### src/rtl/busarb_pkg.sv
package busarb_pkg;

  typedef enum logic [1:0] {
    ST_IDLE     = 2'd0,
    ST_HOLDOFF  = 2'd1,
    ST_GRANTED  = 2'd2,
    ST_RELEASED = 2'd3
  } arbState_t;

  typedef struct packed {
    logic grantNext;
    logic threeStateNext;
  } arbStrobe_t;

  localparam int SYNC_WIDTH = 2;
  localparam int REQ_BIT    = 0;
  localparam int ACK_BIT    = 1;

endpackage

### src/rtl/busarb_datapath.sv
module busarb_datapath
  import busarb_pkg::*;
#(
  parameter int SYNC_STAGES = 2
) (
  input  logic       clk,
  input  logic       rst,
  input  logic       busReq,
  input  logic       busAck,
  input  logic       addrStrobe,
  input  arbStrobe_t strobes,
  output logic       reqSync,
  output logic       ackSync,
  output logic       busGrant,
  output logic       busThreeState,
  output logic       busFloat,
  output logic       cpuMayStart
);

  localparam int LAST = SYNC_STAGES - 1;

  logic [SYNC_STAGES-1:0][SYNC_WIDTH-1:0] syncChain;
  logic [SYNC_WIDTH-1:0] asyncIn;
  logic grantQ;
  logic threeQ;

  always_comb begin
    asyncIn          = '0;
    asyncIn[REQ_BIT] = busReq;
    asyncIn[ACK_BIT] = busAck;
  end

  // falling-edge capture: first stage samples, last stage is valid internally
  always_ff @(negedge clk) begin
    if (rst) begin
      syncChain <= '0;
    end else begin
      syncChain[0] <= asyncIn;
      for (int i = 1; i < SYNC_STAGES; i++) begin
        syncChain[i] <= syncChain[i-1];
      end
    end
  end

  assign reqSync = syncChain[LAST][REQ_BIT];
  assign ackSync = syncChain[LAST][ACK_BIT];

  // outputs registered on the rising edge from the control strobes
  always_ff @(posedge clk) begin
    if (rst) begin
      grantQ <= 1'b0;
      threeQ <= 1'b0;
    end else begin
      grantQ <= strobes.grantNext;
      threeQ <= strobes.threeStateNext;
    end
  end

  assign busGrant      = grantQ;
  assign busThreeState = threeQ;
  assign busFloat      = threeQ & ~addrStrobe;
  assign cpuMayStart   = ~(grantQ | threeQ);

endmodule

### src/rtl/busarb_ctrl.sv
module busarb_ctrl
  import busarb_pkg::*;
(
  input  logic       clk,
  input  logic       rst,
  input  logic       reqSync,
  input  logic       ackSync,
  input  logic       addrStrobe,
  input  logic       phaseEarly,
  input  logic       cycleCommitted,
  input  logic       twoWireMode,
  output arbStrobe_t strobes
);

  arbState_t state;
  arbState_t stateNext;
  logic      ackEff;
  logic      strobePending;

  assign ackEff        = ackSync & ~twoWireMode;
  assign strobePending = cycleCommitted & ~addrStrobe;

  always_comb begin
    stateNext = state;
    unique case (state)
      ST_IDLE: begin
        if (reqSync && strobePending) begin
          stateNext = ST_HOLDOFF;
        end else if (reqSync && !phaseEarly) begin
          stateNext = ST_GRANTED;
        end
      end
      ST_HOLDOFF: begin
        stateNext = reqSync ? ST_GRANTED : ST_IDLE;
      end
      ST_GRANTED: begin
        if (!phaseEarly) begin
          if (ackEff) begin
            stateNext = ST_RELEASED;
          end else if (!reqSync) begin
            stateNext = ST_IDLE;
          end
        end
      end
      ST_RELEASED: begin
        if (!phaseEarly && !ackEff) begin
          stateNext = reqSync ? ST_GRANTED : ST_IDLE;
        end
      end
      default: stateNext = ST_IDLE;
    endcase
  end

  always_ff @(posedge clk) begin
    if (rst) begin
      state <= ST_IDLE;
    end else begin
      state <= stateNext;
    end
  end

  always_comb begin
    strobes.grantNext      = (stateNext == ST_GRANTED);
    strobes.threeStateNext = (stateNext == ST_GRANTED) || (stateNext == ST_RELEASED);
  end

endmodule

### src/rtl/busarb_top.sv
module busarb_top
  import busarb_pkg::*;
#(
  parameter int SYNC_STAGES = 2
) (
  input  logic clk,
  input  logic rst,
  input  logic busReq,
  input  logic busAck,
  input  logic addrStrobe,
  input  logic phaseEarly,
  input  logic cycleCommitted,
  input  logic twoWireMode,
  output logic busGrant,
  output logic busThreeState,
  output logic busFloat,
  output logic cpuMayStart
);

  arbStrobe_t strobes;
  logic       reqSync;
  logic       ackSync;

  busarb_ctrl u_ctrl (
    .clk           (clk),
    .rst           (rst),
    .reqSync       (reqSync),
    .ackSync       (ackSync),
    .addrStrobe    (addrStrobe),
    .phaseEarly    (phaseEarly),
    .cycleCommitted(cycleCommitted),
    .twoWireMode   (twoWireMode),
    .strobes       (strobes)
  );

  busarb_datapath #(
    .SYNC_STAGES(SYNC_STAGES)
  ) u_dp (
    .clk          (clk),
    .rst          (rst),
    .busReq       (busReq),
    .busAck       (busAck),
    .addrStrobe   (addrStrobe),
    .strobes      (strobes),
    .reqSync      (reqSync),
    .ackSync      (ackSync),
    .busGrant     (busGrant),
    .busThreeState(busThreeState),
    .busFloat     (busFloat),
    .cpuMayStart  (cpuMayStart)
  );

endmodule

### config.mk
export PLATFORM = sky130hd
export DESIGN_NAME = busarb_top
export DESIGN_NICKNAME = d
export VERILOG_FILES = /design/src/rtl/busarb_pkg.sv /design/src/rtl/busarb_datapath.sv /design/src/rtl/busarb_ctrl.sv /design/src/rtl/busarb_top.sv
export SDC_FILE = /design/constraint.sdc
export NUM_CORES = 1
export LEC_CHECK = 0
export BUFFER_PORTS_ARGS = -buffer_cell sky130_fd_sc_hd__buf_2
export CAP_MARGIN = 20
export CELL_PAD_IN_SITES_DETAIL_PLACEMENT = 0
export CELL_PAD_IN_SITES_GLOBAL_PLACEMENT = 2
export CORE_AREA = 2 2 39 41
export CTS_CLUSTER_DIAMETER = 100
export CTS_CLUSTER_SIZE = 40
export DETAILED_ROUTE_END_ITERATION = 8
export DIE_AREA = 0 0 41 43
export PLACE_DENSITY_LB_ADDON = 0.1
export SLEW_MARGIN = 30
export SYNTH_ARGS = -nofsm -noshare
export SYNTH_HDL_FRONTEND = slang
export SYNTH_HIERARCHICAL = 1
export SYNTH_SLANG_ARGS = --single-unit
### constraint.sdc
create_clock -name clk -period 1.7 [get_ports clk]
set_input_delay 0.425 -clock clk [delete_from_list [all_inputs] [get_ports clk]]
set_output_delay 0.425 -clock clk [all_outputs]
set_load 0.02 [all_outputs]
# Yosys cells after proc, flatten, opt, wreduce, memory -nomap -nowiden
# Index checks and enable logic that the tools add are counted.
[totals] out_inout_bits=4 in_bits=8 elab_cells=32 ff_bits=8
[classes] eq_ne=5 reduce_logical=7 bitwise=7 muxes=8
[op_table] operator="two-way mux 2 bit" count=7
[op_table] operator="== test 2 bit (second input constant)" count=4
[op_table] operator="case mux 2 bit (4 select lines)" count=1
[op_table] operator="AND 1 bit" count=3
[op_table] operator="logical AND 1 bit" count=3
[op_table] operator="inverter 1 bit" count=3
[op_table] operator="== test 2 x 1 -> 1 bit (second input constant)" count=1
[op_table] operator="zero test 1 bit" count=2
[op_table] operator="zero test 2 bit" count=1
[op_table] operator="logical OR 1 bit" count=1
[op_table] operator="OR 1 bit" count=1

# Depth between registers and ports, before layout
# Gate-level depths: netlist of run 1.
[logic_depth] ltp_word=8 mapped_depth=4 ltp_nobuf=4

# Cells and area by module
# Netlist of run 1, hierarchy kept.
[modules_own_cells] mod="busarb_datapath" n_inst=1 seq_area_each_um2=120.1 cells_per_inst=15 area_per_inst_um2=171.4
[modules_own_cells] mod="busarb_ctrl" n_inst=1 seq_area_each_um2=40.0 cells_per_inst=17 area_per_inst_um2=128.9

==> impl_metrics.json, run 1 <==
{
  "dp_hpwl_um": 439.3,
  "final_net_count": 59,
  "grt_pass1_wl_um": 903,
  "slew_violations": 0,
  "vias_per_cell": 4.215,
  "synth_area_um2": 300.3,
  "max_slew_margin_pct": 88.51,
  "wl_um": 547,
  "drc": 0,
  "grt_max_degree": 9,
  "rsz0062_at_grt": "true",
  "cts_buffer_depth": 2,
  "total_power_w": 0.0004038,
  "ir_drop_mv": 0.3409,
  "synth_top_cell_area_share_pct": 53.33,
  "synth_edf_count": 0,
  "firstDrtPassIters": 4,
  "ys_ff_latch": 8,
  "clock-root-buffer": "clkbuf_4",
  "slowest_stage": "dfxtp_2",
  "yosys.area_share.simple_pct": 22.92,
  "leakage_nw": 0.1946,
  "io_pins": 12,
  "grt_use_total_pct": 8.258,
  "syn_inst": 32,
  "yosysSeqAreaShare_pct": 53.33,
  "powerDensity_nw_per_um2": 966.2,
  "io_buffers": 11,
  "route.vias.total": 274,
  "setup_ws_ns": -0.1413,
  "rr_worst_depth": 4,
  "yosys-top-cells-count": "nor2b_1 (9), dfxtp_1 (8), inv_1 (3), o21ai_1 (2)",
  "first_global_vias": 251,
  "routabilityCongestion": 0.6635,
  "yosys-top-cells-area": "dfxtp_1 (53%), nor2b_1 (19%), inv_1 (3.8%)",
  "area_growth_pct": 39.17,
  "initial_utilization_pct": 21.70,
  "synthAdderAreaFrac_pct": 0,
  "crit_fanout": 3,
  "cts_buffers": 3,
  "cp.required_ns": 1.89,
  "design_area_um2": 417.9,
  "synth_area_leader_cell": "dfxtp_1",
  "n_antenna_cell": 0,
  "fill_cells": 157,
  "critPathMaxStageDelay_ns": 0.33,
  "path_clk_slew_ns": 0.05,
  "crit_type": "flip-flop to flip-flop",
  "instances_no_fill": 65,
  "ys_types": 14,
  "row_count": 14,
  "overflow": 0,
  "synth_top_family_by_area": "simple AND/OR/NAND/NOR gates",
  "fin_skew_ns": 0.05627,
  "tightest_slew_ns": 0.1721,
  "place_area_um2": 376.6,
  "cts.sinks": 8,
  "dp_worst_setup_slack_ns": -0.1345,
  "hp-class": "flip-flop to flip-flop",
  "core_um2": 1384,
  "crit_arrival_ns": 2.03,
  "synth_nets": 40,
  "async_flop_share_pct": 0,
  "dp_cells": 59,
  "synthMuxAreaShare_pct": 3.333,
  "hold_violations": 0,
  "wl_per_cell_um": 8.415,
  "synth_ff_type": "dfxtp_1",
  "multiInputGateArea_um2": 136.4,
  "critPathLaunchType": "flip-flop",
  "violations": "setup timing",
  "cts_tree": "built",
  "syn_avg_cell_area_um2": 9.384,
  "die_y_um": 43,
  "crit_chain": "inv_2 -> o31a_1 -> o21ai_1 -> nor2b_1",
  "register_area_um2": 161.4,
  "htreeDepth": 1,
  "insertion_delay_ns": 0.30,
  "holdPathStages": 1,
  "die_area_um2": 1763,
  "post-route-util_pct": 30.20,
  "ant_nets": 0,
  "finalSetupViolCount": 3,
  "synth_compound_area_share_pct": 16.67,
  "yosysWarnings": 6,
  "synth_most_common_cell": "nor2b_1",
  "status": "finished with violations",
  "drive_gt1_share_pct": 34.69,
  "die_x_um": 41,
  "synth_xor_area_share_pct": 0,
  "max_cap_violations": 0,
  "first_iter_violations": 2,
  "crit_path_end_kind": "flip-flop",
  "antenna_found_initial": 0
}
[metal layers]
metal  wire length [um]  vias up  GRT usage (%)
li1                   -      142              -
met5                  0        -              0
met2                286       10          11.88
met4                 12        0          10.00
met3                 41        2          3.141
met1                207      120          7.468
[power breakdown]
part	switching, W	internal, W
clock network	0.0000790	0.0000931
logic	0.0000163	0.0000162
registers	0.00000343	0.000196
[state kept, by name, indices dropped and copies added (netlist names)]
name	flops
u_ctrl/state	2
u_dp/reqSync	1
u_dp/syncChain	2
u_dp/busThreeState	1
u_dp/busGrant	1
u_dp/ackSync	1
[placed cells by master (no fill, tap or decap)]
cell type / instances
a211oi_1: 1
a21oi_1: 1
a31oi_1: 1
buf_2: 11
clkbuf_4: 3
dfxtp_1: 7
dfxtp_2: 1
inv_1: 5
inv_2: 1
mux2i_1: 1
nand2_1: 1
nand3_1: 1
nor2_1: 1
nor2b_1: 8
nor2b_4: 1
o21a_1: 1
o21ai_1: 3
o31a_1: 1
[cell families after synthesis]
family | after synthesis
and+or+nand+nor | 12
muxes | 1
AOI/OAI and AO/OA | 8
DFF | 8
buffers and inverters | 3
[critical path: cells and delay by family (launching register included)]
family                 cells  cell delay [ns]
AND/OR/NAND/NOR            1             0.13
buffers and inverters      1             0.03
AO/OA/AOI/OAI              2             0.38
flip-flops                 1             0.33
[final cells by class]
class | instances | area share [%]
Multi-Input combinational cell | 21 | 32.63
Clock inverter | 4 | 3.593
Tap cell | 16 | 4.790
Sequential cell | 8 | 38.62
Timing Repair Buffer | 11 | 13.17
Clock buffer | 3 | 5.389
Inverter | 2 | 1.796
[final timing paths]
kind,startpoint,end,slack [ns]
worst max register to register,u_dp/reqSync$_SDFF_NP0_,u_dp/busGrant$_SDFF_PP0_,-0.14
worst min-delay path,u_dp/syncChain[1]$_SDFF_NP0_,u_dp/ackSync$_SDFF_NP0_,0.43
worst min register to register,u_dp/syncChain[1]$_SDFF_NP0_,u_dp/ackSync$_SDFF_NP0_,0.43
worst max-delay path,u_dp/reqSync$_SDFF_NP0_,u_dp/busGrant$_SDFF_PP0_,-0.14
[per-stage QoR]
step	hold WS, ns	setup TNS, ns
after floorplan	0.4137	-0.05262
after global placement	0.4270	-0.2491
after detailed placement	0.4364	-0.2067
after CTS	0.4440	-0.2621
after global routing	0.4482	-0.4543
final	0.4338	-0.2289
[timing repair]
item | CTS | global route
pin swaps | 4 | 1
gates resized for setup | 2 | 1
endpoints found under the setup margin | 4 | 4
buffers inserted | 0 | 0
hold buffers | 0 | 0
No activity file was read; power rests on OpenSTA's default activity.
==> run 2: changes to the inputs <==
Settings changed: SYNTH_HIERARCHICAL 1 to not set.
==> run 2 against run 1 <==
Sequential power shrank 13%. Setup slack got worse by 0.012 ns. Largest power group is now clock. The flow still finishes with violations (setup timing). Power grew 6.4%. Via count down 8.8%. Die area unchanged. Largest cell class is now multi-input combinational cells. Sequential share of layout area down 5.9 points. Register-to-register slack about the same.
==> impl_metrics.json, run 2 <==
{
  "status": "finished with violations",
  "violations": "setup timing",
  "cp.required_ns": 1.89,
  "antenna_found_initial": 0,
  "crit_fanout": 2,
  "cts_buffers": 3,
  "rr_worst_depth": 3,
  "clock-root-buffer": "clkbuf_4",
  "reg2reg_from": "u_dp.ackSync$_SDFF_NP0_",
  "leakage_nw": 0.2149,
  "fin_skew_ns": 0.05786,
  "finalSetupViolCount": 3,
  "drive_gt1_share_pct": 48.94,
  "grt_pass1_wl_um": 869,
  "htreeDepth": 1,
  "setup_ws_ns": -0.1529,
  "drc": 0,
  "layout_common_cells": "buf_2 (11), nor2b_1 (6), dfxtp_1 (5), nor2_1 (4), inv_1 (4)",
  "worst_hold_startpoint": "rst",
  "vias_per_cell": 3.968,
  "row_count": 14,
  "io_pins": 12,
  "wl_per_cell_um": 9.365,
  "max_slew_margin_pct": 83.85,
  "ys_ff_latch": 7,
  "yosys-top-cells-area": "dfxtp_1 (50%), nor2b_1 (13%), nor2_1 (6.7%)",
  "max_cap_violations": 0,
  "synth_top_cell_area_share_pct": 49.78,
  "crit_arrival_ns": 2.04,
  "synth_edf_count": 0,
  "firstDrtPassIters": 2,
  "reg_top3": "u_ctrl.state (2), u_dp.syncChain (2)",
  "async_flop_share_pct": 0,
  "wl_um": 590,
  "tightest_slew_ns": 0.2419,
  "routabilityCongestion": 0.6906,
  "layout_commonest_cell": "buf_2",
  "holdPathStages": 2,
  "core_um2": 1384,
  "post-route-util_pct": 31.46,
  "yosys-top-cells-count": "dfxtp_1 (7), nor2b_1 (6), nor2_1 (5)",
  "synth_nets": 36,
  "synth_area_leader_cell": "dfxtp_1",
  "die_y_um": 43,
  "ys_types": 13,
  "cts_buffer_depth": 2,
  "final_net_count": 56,
  "r2r_slack_ns": -0.15,
  "rsz0062_at_grt": "true",
  "dp_worst_setup_slack_ns": -0.09431,
  "use_met2_pct": 8.125,
  "path_clk_slew_ns": 0.05,
  "die_area_um2": 1763,
  "n_antenna_cell": 0,
  "synth_most_common_cell": "dfxtp_1",
  "first_iter_violations": 1,
  "hp-class": "input pin to flip-flop",
  "syn_inst": 28,
  "first_global_vias": 208,
  "slew_violations": 0,
  "crit_type": "flip-flop to flip-flop",
  "ir_drop_mv": 0.4341,
  "synth_ff_type": "dfxtp_1",
  "grt_max_degree": 9,
  "syn_avg_cell_area_um2": 10.05,
  "synth_area_um2": 281.5,
  "hold_end": "u_ctrl.state[0]$_SDFF_PP0_",
  "die_x_um": 41,
  "cts.sinks": 7,
  "ant_nets": 0,
  "yosysSeqAreaShare_pct": 49.78,
  "route.vias.total": 250,
  "grtUsageMet3_pct": 5.759,
  "overflow": 0,
  "reg2reg_to": "u_dp.busGrant$_SDFF_PP0_",
  "place_area_um2": 356.6,
  "grt.busiest_layer": "met1",
  "design_area_um2": 435.4,
  "crit_path_end_kind": "flip-flop",
  "holdWs_ns": 0.4277,
  "cts_hold_buffers": 0,
  "cts_tree": "built",
  "hold_violations": 0,
  "powerDensity_nw_per_um2": 986.3,
  "initial_utilization_pct": 20.34,
  "critPathLaunchType": "flip-flop",
  "yosysWarnings": 0,
  "area_growth_pct": 54.67,
  "met1_usage_pct": 10.65,
  "grt_use_total_pct": 7.739,
  "io_buffers": 11,
  "insertion_delay_ns": 0.30
}
## run 2: cell count changes after synthesis, sizes merged, moves of 2 or more
cell	change
nor2	+4
nor2b	-3
inv	-2
o21ai	-2
## run 2: cell families (layout without fill, tap and decap cells)
logic type	after synthesis	after routing	synth area share (%)
flip-flops	7	7	49.78
AO/OA/AOI/OAI	3	3	7.996
buffers and inverters	1	20	1.332
AND/OR/NAND/NOR	17	17	40.89
## run 2: critical path: stages (launching register included)
cell and delay [ns]:
dfxtp_2 0.30, and4bb_1 0.19, a211oi_2 0.18, and4b_1 0.22
## run 2: final cells by class
cell class / instances / area [um2]
clock inverters: 4 / 15.01
multi-input cells: 20 / 158.9
clock buffers: 4 / 36.28
flip-flops and latches: 7 / 142.6
fillers: 156 / 948.4
repair buffers: 12 / 62.56
well taps: 16 / 20.02
## run 2: per-stage QoR
step / instances / setup TNS [ns] / power (W)
after floorplan: 28 / -0.02068 / 0.0002065
after global placement: 55 / -0.07119 / 0.0002210
after detailed placement: 55 / -0.1128 / 0.0002214
after CTS: 62 / -0.2221 / 0.0004376
after global routing: 63 / -0.3838 / 0.0004608
final: 63 / -0.2392 / 0.0004295
## run 2: how the worst max path moves through the flow
stage,endpoint,depth (start not counted),startpoint,slack (ns)
5_1_grt,u_dp.busGrant$_SDFF_PP0_,3,u_dp.ackSync$_SDFF_NP0_,-0.20
3_3_place_gp,u_dp.busGrant$_SDFF_PP0_,3,u_dp.ackSync$_SDFF_NP0_,-0.07
6_report,u_dp.busGrant$_SDFF_PP0_,3,u_dp.ackSync$_SDFF_NP0_,-0.15
3_5_place_dp,u_dp.busGrant$_SDFF_PP0_,3,u_dp.ackSync$_SDFF_NP0_,-0.09
4_1_cts,u_dp.busGrant$_SDFF_PP0_,3,u_dp.ackSync$_SDFF_NP0_,-0.16
2_1_floorplan,u_dp.busGrant$_SDFF_PP0_,3,u_dp.ackSync$_SDFF_NP0_,-0.02
## run 2: power breakdown
| group | internal [W] | switching (W) |
|---|---|---|
| Combinational | 0.0000179 | 0.0000155 |
| Sequential | 0.000171 | 0.00000277 |
| Clock | 0.000141 | 0.0000811 |
| Total | 0.000330 | 0.0000994 |
## run 2: what timing repair did
action / CTS / global route
pin swaps: 1 / 2
gates resized for setup: 3 / 3
setup buffers: 0 / 1
endpoints found under the hold margin: 0 / 0
setup endpoints to repair: 3 / 3
## run 2: metal layers
metal / part of all wire, % / vias to the layer above
met1: 50 / 107
li1: - / 134
met5: 0 / -
met2: 40 / 9
met3: 9.8 / 0
met4: 0 / 0
